`src/rtl/rtc_i2c_pkg.sv`:
```
package rtc_i2c_pkg;

  typedef enum logic [2:0] {
    ST_IDLE,
    ST_ADDR,
    ST_AACK,
    ST_WDAT,
    ST_WACK,
    ST_RDAT,
    ST_RACK
  } i2c_st_e;

  // Address byte matches the device when its upper seven bits equal dev.
  function automatic logic addr_hit(input logic [7:0] b, input logic [6:0] dev);
    return b[7:1] == dev;
  endfunction

  // Pointer step with wrap to zero at the end of the register space.
  function automatic int unsigned ptr_after(input int unsigned p, input int unsigned n);
    return (p + 1 >= n) ? 0 : p + 1;
  endfunction

endpackage

```
`src/rtl/rtc_i2c_linesync.sv`:
```
module rtc_i2c_linesync #(
  parameter int SYNC = 2
) (
  input  logic clk,
  input  logic rst_n,
  input  logic scl_i,
  input  logic sda_i,
  output logic sda_q,
  output logic scl_rise,
  output logic scl_fall,
  output logic start_evt,
  output logic stop_evt
);
  logic [SYNC:0] scl_pipe;
  logic [SYNC:0] sda_pipe;
  logic scl_now, scl_old, sda_old;

  always_ff @(posedge clk or negedge rst_n) begin
    if (!rst_n) begin
      scl_pipe <= '1;
      sda_pipe <= '1;
    end else begin
      scl_pipe <= {scl_pipe[SYNC-1:0], scl_i};
      sda_pipe <= {sda_pipe[SYNC-1:0], sda_i};
    end
  end

  assign scl_now   = scl_pipe[SYNC-1];
  assign scl_old   = scl_pipe[SYNC];
  assign sda_q     = sda_pipe[SYNC-1];
  assign sda_old   = sda_pipe[SYNC];
  assign scl_rise  = scl_now & ~scl_old;
  assign scl_fall  = ~scl_now & scl_old;
  assign start_evt = scl_now & scl_old & sda_old & ~sda_q;
  assign stop_evt  = scl_now & scl_old & ~sda_old & sda_q;
endmodule

```
`src/rtl/rtc_i2c_ctrl.sv`:
```
module rtc_i2c_ctrl
  import rtc_i2c_pkg::*;
#(
  parameter int         NREGS    = 16,
  parameter logic [6:0] DEV_ADDR = 7'b1101000,
  localparam int        PW       = $clog2(NREGS)
) (
  input  logic          clk,
  input  logic          rst_n,
  input  logic          sda_q,
  input  logic          scl_rise,
  input  logic          scl_fall,
  input  logic          start_evt,
  input  logic          stop_evt,
  input  logic [7:0]    rd_byte,
  output logic          sda_oe,
  output logic [PW-1:0] ptr,
  output logic          ptr_ld,
  output logic          ptr_inc,
  output logic          wr_stb,
  output logic [7:0]    wr_data
);
  i2c_st_e     st;
  logic [3:0]  cnt;
  logic [7:0]  shreg, txb;
  logic        rw, first, ackd;
  logic        quiet, wack_rise, rd_load;
  logic [PW-1:0] ptr_nxt;

  assign quiet     = ~start_evt & ~stop_evt;
  assign wack_rise = quiet && st == ST_WACK && scl_rise;
  assign ptr_ld    = wack_rise & first;
  assign wr_stb    = wack_rise & ~first;
  assign rd_load   = quiet && scl_fall && ((st == ST_AACK && rw) || (st == ST_RACK && ackd));
  assign ptr_inc   = wr_stb | rd_load;
  assign ptr_nxt   = PW'(ptr_after(32'(ptr), NREGS));
  assign wr_data   = shreg;

  always_ff @(posedge clk or negedge rst_n) begin
    if (!rst_n) ptr <= '0;
    else if (ptr_ld) ptr <= shreg[PW-1:0];
    else if (ptr_inc) ptr <= ptr_nxt;
  end

  always_ff @(posedge clk or negedge rst_n) begin
    if (!rst_n) begin
      st <= ST_IDLE; cnt <= '0; shreg <= '0; txb <= '0;
      rw <= 1'b0; first <= 1'b0; ackd <= 1'b0; sda_oe <= 1'b0;
    end else if (start_evt) begin
      st <= ST_ADDR; cnt <= '0; sda_oe <= 1'b0; ackd <= 1'b0;
    end else if (stop_evt) begin
      st <= ST_IDLE; sda_oe <= 1'b0;
    end else begin
      unique case (st)
        ST_ADDR, ST_WDAT: begin
          if (scl_rise) begin
            shreg <= {shreg[6:0], sda_q};
            cnt   <= cnt + 4'd1;
          end else if (scl_fall && cnt == 4'd8) begin
            cnt <= '0;
            if (st == ST_WDAT) begin
              st <= ST_WACK; sda_oe <= 1'b1;
            end else if (addr_hit(shreg, DEV_ADDR)) begin
              st <= ST_AACK; sda_oe <= 1'b1; rw <= shreg[0];
            end else begin
              st <= ST_IDLE;
            end
          end
        end
        ST_AACK: if (scl_fall) begin
          cnt <= '0; ackd <= 1'b0;
          if (rw) begin
            st <= ST_RDAT; txb <= rd_byte; sda_oe <= ~rd_byte[7];
          end else begin
            st <= ST_WDAT; first <= 1'b1; sda_oe <= 1'b0;
          end
        end
        ST_WACK: begin
          if (ptr_ld) first <= 1'b0;
          if (scl_fall) begin
            st <= ST_WDAT; sda_oe <= 1'b0;
          end
        end
        ST_RDAT: if (scl_fall) begin
          if (cnt == 4'd7) begin
            st <= ST_RACK; sda_oe <= 1'b0;
          end else begin
            cnt <= cnt + 4'd1; txb <= {txb[6:0], 1'b0}; sda_oe <= ~txb[6];
          end
        end
        ST_RACK: begin
          if (scl_rise) begin
            if (sda_q) st <= ST_IDLE;
            else ackd <= 1'b1;
          end else if (scl_fall && ackd) begin
            st <= ST_RDAT; txb <= rd_byte; sda_oe <= ~rd_byte[7];
            cnt <= '0; ackd <= 1'b0;
          end
        end
        default: ;
      endcase
    end
  end
endmodule

```
`src/rtl/rtc_i2c_regbank.sv`:
```
module rtc_i2c_regbank #(
  parameter int  NREGS  = 16,
  parameter int  TBYTES = 7,
  localparam int PW     = $clog2(NREGS)
) (
  input  logic                clk,
  input  logic                rst_n,
  input  logic                snap,
  input  logic                wr_stb,
  input  logic [PW-1:0]       wr_addr,
  input  logic [7:0]          wr_data,
  input  logic [TBYTES*8-1:0] live_time,
  input  logic [PW-1:0]       rd_addr,
  output logic [7:0]          rd_data,
  output logic [NREGS*8-1:0]  reg_q,
  output logic [TBYTES*8-1:0] shadow_q
);
  logic [7:0] view [NREGS];

  for (genvar g = 0; g < NREGS; g++) begin : g_reg
    logic [7:0] r;
    always_ff @(posedge clk or negedge rst_n) begin
      if (!rst_n) r <= '0;
      else if (wr_stb && wr_addr == PW'(g)) r <= wr_data;
    end
    assign reg_q[g*8 +: 8] = r;
    if (g < TBYTES) begin : g_time
      always_ff @(posedge clk or negedge rst_n) begin
        if (!rst_n) shadow_q[g*8 +: 8] <= '0;
        else if (snap) shadow_q[g*8 +: 8] <= live_time[g*8 +: 8];
      end
      assign view[g] = shadow_q[g*8 +: 8];
    end else begin : g_plain
      assign view[g] = r;
    end
  end

  assign rd_data = view[rd_addr];
endmodule

```
`src/rtl/rtc_i2c_regport.sv`:
```
module rtc_i2c_regport #(
  parameter int         NREGS       = 16,
  parameter int         TIME_BYTES  = 7,
  parameter logic [6:0] DEV_ADDR    = 7'b1101000,
  parameter int         SYNC_STAGES = 2,
  localparam int        PW          = $clog2(NREGS)
) (
  input  logic                    clk,
  input  logic                    rst_n,
  input  logic                    scl_i,
  input  logic                    sda_i,
  output logic                    sda_oe,
  input  logic [TIME_BYTES*8-1:0] live_time,
  output logic [NREGS*8-1:0]      reg_q,
  output logic                    wr_stb,
  output logic [PW-1:0]           wr_addr,
  output logic [7:0]              wr_data
);
  logic sda_q, scl_rise, scl_fall, start_evt, stop_evt;
  logic ptr_ld, ptr_inc, wrap_evt, snap_evt;
  logic [PW-1:0] ptr;
  logic [7:0] rd_byte;
  logic [TIME_BYTES*8-1:0] shadow_q;

  rtc_i2c_linesync #(.SYNC(SYNC_STAGES)) sync_i (
    .clk(clk), .rst_n(rst_n), .scl_i(scl_i), .sda_i(sda_i), .sda_q(sda_q),
    .scl_rise(scl_rise), .scl_fall(scl_fall),
    .start_evt(start_evt), .stop_evt(stop_evt)
  );

  rtc_i2c_ctrl #(.NREGS(NREGS), .DEV_ADDR(DEV_ADDR)) ctrl_i (
    .clk(clk), .rst_n(rst_n), .sda_q(sda_q), .scl_rise(scl_rise), .scl_fall(scl_fall),
    .start_evt(start_evt), .stop_evt(stop_evt), .rd_byte(rd_byte), .sda_oe(sda_oe),
    .ptr(ptr), .ptr_ld(ptr_ld), .ptr_inc(ptr_inc), .wr_stb(wr_stb), .wr_data(wr_data)
  );

  assign wrap_evt = ptr_inc && ptr == PW'(NREGS - 1);
  assign snap_evt = start_evt | stop_evt | wrap_evt;
  assign wr_addr  = ptr;

  rtc_i2c_regbank #(.NREGS(NREGS), .TBYTES(TIME_BYTES)) bank_i (
    .clk(clk), .rst_n(rst_n), .snap(snap_evt), .wr_stb(wr_stb), .wr_addr(ptr),
    .wr_data(wr_data), .live_time(live_time), .rd_addr(ptr), .rd_data(rd_byte),
    .reg_q(reg_q), .shadow_q(shadow_q)
  );
endmodule

```
`config.mk`:
```
export PLATFORM = sky130hd
export DESIGN_NAME = rtc_i2c_regport
export DESIGN_NICKNAME = d
export VERILOG_FILES = /design/src/rtl/rtc_i2c_pkg.sv /design/src/rtl/rtc_i2c_linesync.sv /design/src/rtl/rtc_i2c_ctrl.sv /design/src/rtl/rtc_i2c_regbank.sv /design/src/rtl/rtc_i2c_regport.sv
export SDC_FILE = /design/constraint.sdc
export NUM_CORES = 1
export LEC_CHECK = 0
export BUFFER_PORTS_ARGS = -buffer_cell sky130_fd_sc_hd__buf_2
export CAP_MARGIN = 10
export CORE_UTILIZATION = 36
export CTS_CLUSTER_DIAMETER = 60
export DETAILED_ROUTE_END_ITERATION = 8
export PLACE_DENSITY = 0.56
export SLEW_MARGIN = 10
export SYNTH_ARGS = -nofsm -noshare
export SYNTH_HDL_FRONTEND = slang
export SYNTH_HIERARCHICAL = 1
export SYNTH_SLANG_ARGS = --single-unit
export TNS_END_PERCENT = 30
```
`constraint.sdc`:
```
create_clock -name clk -period 10.1 [get_ports clk]
set_input_delay 2.02 -clock clk [delete_from_list [all_inputs] [get_ports clk]]
set_output_delay 2.02 -clock clk [all_outputs]
set_load 0.005 [all_outputs]
```
Word-level counts from Yosys, hierarchy flattened
Index checks and enable logic that the tools add are counted.

operators by class
  reductions and logical operators = 42
  magnitude comparators = 2
  multiplexer cells = 62
  $add $sub $neg = 2
  bitwise gates (word level) = 25
  equal/unequal tests = 52

operator list
  operator                                                          count
  4-bit two-way mux                                                 12
  7-bit two-way mux                                                 6
  3-bit two-way mux                                                 13
  4-bit == test (second input constant)                             9
  8-bit binary-select mux with 4-bit select                         1
  9-bit AND reduction                                               3
  1-bit logical AND                                                 25
  4-bit by 1-bit != test with 1-bit output (second input constant)  6
  1-bit two-way mux                                                 21
  7-bit one-hot mux with 3 select lines                             1
  4-bit by 3-bit == test with 1-bit output (second input constant)  5
  8-bit two-way mux                                                 2
  4-bit one-hot mux with 4 select lines                             1
  3-bit one-hot mux with 5 select lines                             1
  4-bit != test (second input constant)                             3
  1-bit inverter                                                    11
  1-bit AND                                                         10
  5-bit greater-or-equal comparator (second input constant)         2
  2-bit by 1-bit != test with 1-bit output (second input constant)  5
  3-bit == test (second input constant)                             3
  4-bit by 2-bit == test with 1-bit output (second input constant)  2
  2-bit != test (second input constant)                             4
  4-bit by 2-bit != test with 1-bit output (second input constant)  2
  8-bit AND reduction                                               1
  28 further kinds                                                  36

storage, ports and cells
  register bits after elaboration = 220
  output and inout bits = 142
  input port bits = 60
  logic and storage cells = 219

Logic depth before layout (Yosys ltp)
Gate-level depths: netlist of the first run.

  depth in word-level cells = 11
  mapped depth = 10
  depth with buffers taken out = 8

Modules after synthesis
Netlist of the first run, hierarchy kept.

modules (own cells, without submodules)
  module            sequential area each (sq um)  times used  area each (sq um)  cells an instance
  rtc_i2c_regbank   4,604.4                       1           7,980.2            480
  rtc_i2c_ctrl      750.7                         1           1,889.3            187
  rtc_i2c_linesync  157.7                         1           190.2              10
  rtc_i2c_regport   0.0                           1           16.3               2

Least setup slack after synthesis of the first run
Ideal clock, no wire load.

  path type = register to output
  start = register sync_i.scl_pipe[1]
  end = output port wr_stb
  setup slack = 6.181 ns
  cell stages (with the launch flop) = 5
  data required time = 8.080 ns
  arrival time = 1.899 ns
  buffers on the path = 0
  path through = dfstp_2 -> nor2b_1 -> and2_2 -> nor4b_4 -> nor2b_1

on the way
  elaborated cells between the ends (all ways) = 12
  classes of those cells = 10 x bitwise; 2 x reduce/logical

RTL lines
  what                      RTL line                RTL
  start: declaration        rtc_i2c_linesync.sv:14  logic [SYNC:0] scl_pipe;
  start signal: assignment  rtc_i2c_linesync.sv:23  scl_pipe <= {scl_pipe[SYNC-1:0], scl_i};
  1-bit AND                 rtc_i2c_linesync.sv:32  assign scl_rise = scl_now & ~scl_old;
  named net scl_rise        rtc_i2c_regport.sv:19   logic sda_q, scl_rise, scl_fall, start_evt, stop_evt;
  1-bit logical AND         rtc_i2c_ctrl.sv:31      assign wack_rise = quiet && st == ST_WACK && scl_rise;
  1-bit AND                 rtc_i2c_ctrl.sv:33      assign wr_stb = wack_rise & ~first;
  end: declaration          rtc_i2c_regport.sv:15   output logic wr_stb,

The timed path passes the listed nets, and every way through them passes these cells.

Worst setup path after layout of the first run
  start = register sync_i.sda_pipe[1]
  end = output port wr_stb

on the way
  longest elaborated chain between the ends = 7
  elaborated cells between the ends (all ways) = 9
  classes of those cells = 7 x bitwise; 2 x reduce/logical

ends and longest elaborated chain
  what                             RTL line                RTL
  start: declaration               rtc_i2c_linesync.sv:15  logic [SYNC:0] sda_pipe;
  start signal: assignment         rtc_i2c_linesync.sv:24  sda_pipe <= {sda_pipe[SYNC-1:0], sda_i};
  1-bit inverter                   rtc_i2c_linesync.sv:34  assign start_evt = scl_now & scl_old & sda_old & ~sda_q;
  1-bit AND                        rtc_i2c_linesync.sv:34
  named net start_evt              rtc_i2c_regport.sv:19
  1-bit inverter (no source line)  n/a
  1-bit AND                        rtc_i2c_ctrl.sv:30      assign quiet = ~start_evt & ~stop_evt;
  1-bit logical AND (2 in a row)   rtc_i2c_ctrl.sv:31
  1-bit AND                        rtc_i2c_ctrl.sv:33

The timed path passes the listed nets, and every way through them passes these cells.

==> results of run 1 <==
[power breakdown]
part	leakage, nW	switching (mW)	total [mW]	internal, mW
Combinational	2.82	0.0746	0.162	0.0877
Sequential	2.93	0.0283	0.967	0.939
Clock	0.406	0.372	0.909	0.538
[through the flow]
step / total power [mW] / utilization
after global placement: 1.14 / 0.421
after global routing: 2.12 / 0.452
after CTS: 2.06 / 0.452
after floorplan: 1.08 / -
final: 2.04 / 0.452
after detailed placement: 1.15 / 0.421
[flip-flops by register name, summed over array words and instances (netlist names)]
name and flops:
ctrl_i/first 1, ctrl_i/cnt 4, ctrl_i/wr_data 8, ctrl_i/rw 1
ctrl_i/ptr 4, ctrl_i/st 3, ctrl_i/sda_oe 1, sync_i/sda_pipe 3
ctrl_i/ackd 1, sync_i/scl_pipe 3, bank_i/shadow_q 56, ctrl_i/txb 7
bank_i/g.r 128
[area by class of cell]
cell class                      instances  area [µm²]  share of cell area
Multi-Input combinational cell        414        4330               0.352
Timing Repair Buffer                  214        1110              0.0906
Tap cell                              372         465              0.0379
Sequential cell                       220        5520               0.449
Clock inverter                          3        37.5             0.00305
Inverter                                8        30.0             0.00244
Clock buffer                           43         796              0.0648
[critical path, stage by stage, from the launching register on]
cell,delay (ns)
dfstp_2,0.57
and4b_1,0.29
or2_1,0.45
nor4b_4,0.39
nor2b_1,0.61
buf_2,0.25
[worst max path at each step]
stage | from | endpoint | cells past startpoint
finish | sync_i/sda_pipe[1]$_DFF_PN1_ | wr_stb | 5
global route | sync_i/sda_pipe[1]$_DFF_PN1_ | wr_stb | 5
CTS | sync_i/sda_pipe[1]$_DFF_PN1_ | wr_stb | 5
detailed placement | sync_i/sda_pipe[1]$_DFF_PN1_ | wr_stb | 5
global placement | sync_i/sda_pipe[1]$_DFF_PN1_ | wr_stb | 5
floorplan | sync_i/scl_pipe[1]$_DFF_PN1_ | wr_stb | 4
[layer usage]
metal | vias to the layer above | global-route usage | part of all wire
met5 | - | 0 | 0
met4 | 0 | 0.0427 | 0.017
met3 | 30 | 0.0471 | 0.061
met2 | 173 | 0.303 | 0.47
met1 | 3339 | 0.257 | 0.45
li1 | 2912 | - | -
==> flow_summary_export.csv, run 1 <==
group,metric,value,unit
global_routing,grt_max_degree,100,
sta,fin_skew,0.00978,ns
worst_setup_path,rr_worst_depth,9,
sta,worstMarginPinSlew,0.950,ns
clocking,cts.sinks,220,
worst_setup_path,start_kind,"register",
logic_synthesis,synth_warnings,6,
detailed_routing,antenna_left,0,
cells_and_area,antennaDiodeCount,0,
worst_hold_path,holdPathEnd,"sync_i/sda_pipe[1]$_DFF_PN1_",
cells_and_area,fin_area,0.0123,mm²
die,die_area,0.0287,mm²
worst_setup_path,regToRegStartpoint,"sync_i/sda_pipe[1]$_DFF_PN1_",
sta,rsz0062_at_grt,"no",
worst_setup_path,cp_max_fo,11,
cells_and_area,final_common_cell,"dfrtp_1",
place,gp_congestion,0.811,
detailed_routing,vias,6454,
clocking,clk_latency,0.55,ns
worst_setup_path,worstReg2RegEnd,"bank_i/shadow_q[40]$_DFFE_PN0P_",
worst_setup_path,required,8.08,ns
global_routing,grt_pass1_vias,6659,
logic_synthesis,syn_area_per_cell,14.9,µm²
logic_synthesis,syn-instance-count,678,
power_and_ir_drop,powerDensity,166,mW/mm²
die,top_level_ports,202,
clocking,htreeDepth,1,
worst_hold_path,worstHoldStart,"sync_i/sda_pipe[0]$_DFF_PN1_",
die,fp.dieH,169,µm
global_routing,grt.total_usage,0.189,
power_and_ir_drop,leakagePower,6.16,nW
clocking,cts_root_buf,"clkbuf_16",
sta,slew_headroom,0.367,
cells_and_area,final_cell_mix,"dfrtp_1, buf_2, mux2_2",
logic_synthesis,syn-cell-area,0.0101,mm²
place,dp.cells,1228,
worst_setup_path,end_kind,"output pin",
sta,setup_ws,4.97,ns
clocking,cts_tree,"done",
logic_synthesis,syn-num-nets,741,
detailed_routing,drt_iter0_drc,344,
cells_and_area,syn_to_final_growth,22.0,%
place,post-dp-hpwl,17.8,mm
sta,setup_viol,0,
sta,slew_violations,0,
global_routing,antenna_found_initial,0,
clocking,ctsResizeCount,0,
cells_and_area,fillers,2547,
outcome,outcome,"finished, final reports clean",
sta,hold_violations,0,
detailed_routing,firstDrtPassIters,4,
cells_and_area,nNetsFinal,948,
sta,totalNegativeSetupSlack,0,ns
run,cap_viol_max_count,0,
die,start_util,0.371,
worst_hold_path,min_path_cells,0,
place,place_ws,5.54,ns
cells_and_area,drive_gt1_frac,0.581,
sta,hold_slack,0.358,ns
power_and_ir_drop,ir_worst_vdd,132,µV
sta,fmax,195,MHz
worst_setup_path,crit_type,"register to output pin",
clocking,cts_setup_buffers,0,
detailed_routing,drc,0,
place,place_area,0.0115,mm²
cells_and_area,stdcell_count,1274,
clocking,path_clk_slew,0.06,ns
die,core,0.0272,mm²
sta,fin_crit,5.13,ns
clocking,cts_buffers,27,
global_routing,grt-ovfl-total,0,
detailed_routing,via_per_inst,5.07,
worst_hold_path,hold_class,"register to register",
die,row_count,60,
die,die-width,169,µm
worst_setup_path,cp.arrival,3.11,ns
sta,period_share,0.508,
clocking,ctsHoldBuffers,0,
detailed_routing,drt-total-wl,26.8,mm
detailed_routing,wl_per_cell,21.0,µm
global_routing,grt_pass1_wl,41.2,mm
clocking,clock_path_buffers,3,
place,place.port_buffers,201,
worst_setup_path,r2r_slack,6.08,ns
No activity file was read; power rests on OpenSTA's default activity.
==> inputs of run 2 (changes only) <==
--- a/config.mk
+++ b/config.mk
@@ -10,7 +10,7 @@
 export CORE_UTILIZATION = 36
 export CTS_CLUSTER_DIAMETER = 60
 export DETAILED_ROUTE_END_ITERATION = 8
-export PLACE_DENSITY = 0.56
+export PLACE_DENSITY = 0.58
 export SLEW_MARGIN = 10
 export SYNTH_ARGS = -nofsm -noshare
 export SYNTH_HDL_FRONTEND = slang
==> constraint.sdc (replaced) <==
create_clock -name clk -period 4.3 [get_ports clk]
set_input_delay 0.86 -clock clk [delete_from_list [all_inputs] [get_ports clk]]
set_output_delay 0.86 -clock clk [all_outputs]
set_load 0.005 [all_outputs]
==> flow_summary_export.csv, run 2 (same netlist as run 1, synthesis figures left out) <==
group,metric,value,unit
outcome,outcome,"finished, final reports clean",
sta,fin_skew,0.0244,ns
cells_and_area,regMostFlops,"bank_i/g.r",
run,cap_viol_max_count,0,
worst_setup_path,required,4.70,ns
worst_setup_path,crit_path_max_incr_delay,0.57,ns
sta,fin_crit,3.66,ns
clocking,htreeDepth,1,
place,place.port_buffers,201,
global_routing,antenna_found_initial,0,
place,post-dp-hpwl,17.4,mm
clocking,cts_buffers,27,
cells_and_area,multiInputGateArea,0.00433,mm²
detailed_routing,firstDrtPassIters,6,
sta,totalNegativeSetupSlack,0,ns
detailed_routing,antenna_left,0,
worst_setup_path,cp_max_fo,56,
sta,fmax,273,MHz
cells_and_area,antennaDiodeCount,0,
clocking,cts_tree,"done",
clocking,cts.sinks,220,
die,die-width,169,µm
worst_setup_path,crit_path_cell_trace,"and4b_1 > or2_1 > nor4b_4 > nor2b_1 > buf_4 > or2_2 > and3_1 > a311o_2 > buf_4 > mux2_2",
die,row_count,60,
power_and_ir_drop,ir_worst_vdd,237,µV
cells_and_area,fillers,2529,
worst_hold_path,hold_class,"register to register",
global_routing,grt_pass1_wl,40.7,mm
cells_and_area,ff_latch_area,0.00552,mm²
worst_setup_path,crit_type,"register to register",
detailed_routing,drt-total-wl,26.1,mm
sta,rsz0062_at_grt,"no",
detailed_routing,vias,6470,
sta,setup_viol,0,
cells_and_area,final_cell_mix,"dfrtp_1, buf_2, mux2_2",
cells_and_area,nNetsFinal,950,
clocking,clk_latency,0.53,ns
power_and_ir_drop,leakagePower,6.25,nW
clocking,ctsResizeCount,0,
global_routing,grt_max_degree,107,
die,core,0.0272,mm²
sta,period_share,0.851,
place,place_ws,0.652,ns
sta,worstMarginPinSlew,0.907,ns
clocking,ctsHoldBuffers,0,
global_routing,grt_pass1_vias,6761,
detailed_routing,wl_per_cell,20.4,µm
global_routing,grt-ovfl-total,0,
die,top_level_ports,202,
cells_and_area,largest_reg_flops,128,
sta,hold_violations,0,
sta,setup_ws,0.642,ns
global_routing,grt.total_usage,0.185,
worst_setup_path,start_kind,"register",
cells_and_area,final_common_cell,"dfrtp_1",
worst_setup_path,crit_top_cell,"buf_4",
die,die_area,0.0287,mm²
worst_setup_path,critPathSlowestCell,"dfstp_2",
detailed_routing,via_per_inst,5.05,
worst_setup_path,end_kind,"register",
cells_and_area,drive_gt1_frac,0.590,
clocking,cts_setup_buffers,0,
worst_setup_path,cp.arrival,4.06,ns
die,start_util,0.371,
clocking,clock_path_buffers,3,
power_and_ir_drop,powerDensity,408,mW/mm²
die,fp.dieH,169,µm
place,gp_congestion,0.769,
clocking,path_clk_slew,0.06,ns
detailed_routing,drt_iter0_drc,318,
clocking,cts_root_buf,"clkbuf_16",
sta,slew_headroom,0.395,
cells_and_area,syn_to_final_growth,23.8,%
sta,slew_violations,0,
detailed_routing,drc,0,
==> run 2: cell types whose count changed in the layout (fill, tap and decap cells not counted), sizes merged <==
cell,previous run,this run
buf,214,216
bufinv,0,4
inv,9,11
clkinv,2,4
clkbuf,43,39
==> run 2: layout make-up <==
type / count / share of cell area
clock inverter: 11 / 0.0138
tap: 372 / 0.0373
inverter: 8 / 0.00241
multi-input combinational: 414 / 0.347
sequential: 220 / 0.442
timing repair buffer: 216 / 0.0925
clock buffer: 39 / 0.0642
==> run 2: report_power, final <==
group / internal (mW) / switching, mW / leakage (nW)
combinational: 0.206 / 0.159 / 2.84
sequential: 2.20 / 0.0765 / 2.93
clock: 1.54 / 0.902 / 0.482
total: 3.95 / 1.14 / 6.25
==> run 2: per-stage QoR <==
stage | area (µm²) | instances | utilization | power [mW] | hold slack [ns]
after floorplan | 10100 | 678 | - | 2.53 | 0.345
after global placement | 11500 | 1230 | 0.423 | 2.68 | 0.348
after detailed placement | 11500 | 1230 | 0.423 | 2.69 | 0.348
after CTS | 12500 | 1280 | 0.459 | 5.14 | 0.373
after global routing | 12500 | 1280 | 0.459 | 5.28 | 0.378
final | 12500 | 1280 | 0.459 | 5.09 | 0.374
==> run 2: metal layers <==
layer  routed length (µm)  share of wire  track usage  vias to the layer above
li1                     -              -            -                     2927
met1                11900           0.45        0.255                     3327
met2                11900           0.46        0.288                      185
met3                 1820          0.070       0.0522                       31
met4                  506          0.019       0.0407                        0
met5                    0              0            0                        -
==> run 2: final timing paths <==
check | startpoint | endpoint | slack (ns) | cells after the start
setup / recovery | sync_i/sda_pipe[1]$_DFF_PN1_ | bank_i/shadow_q[36]$_DFFE_PN0P_ | 0.64 | 10
hold / removal | sync_i/scl_pipe[0]$_DFF_PN1_ | sync_i/scl_pipe[1]$_DFF_PN1_ | 0.37 | 0
setup reg to reg | sync_i/sda_pipe[1]$_DFF_PN1_ | bank_i/shadow_q[36]$_DFFE_PN0P_ | 0.64 | 10
hold reg to reg | sync_i/scl_pipe[0]$_DFF_PN1_ | sync_i/scl_pipe[1]$_DFF_PN1_ | 0.37 | 0
max in group asynchronous | rst_n | sync_i/scl_pipe[2]$_DFF_PN1_ | 2.93 | 2
min in group asynchronous | rst_n | bank_i/g_reg[15].r[4]$_DFFE_PN0P_ | 0.38 | 1
==> run 2: worst max-delay path, delay by kind of cell (launching register included) <==
kind | cells | cell delay, ns
AND/OR/NAND/NOR | 6 | 1.59
multiplexers | 1 | 0.41
flip-flops | 1 | 0.57
buffers and inverters | 2 | 0.73
AO/OA/AOI/OAI | 1 | 0.17
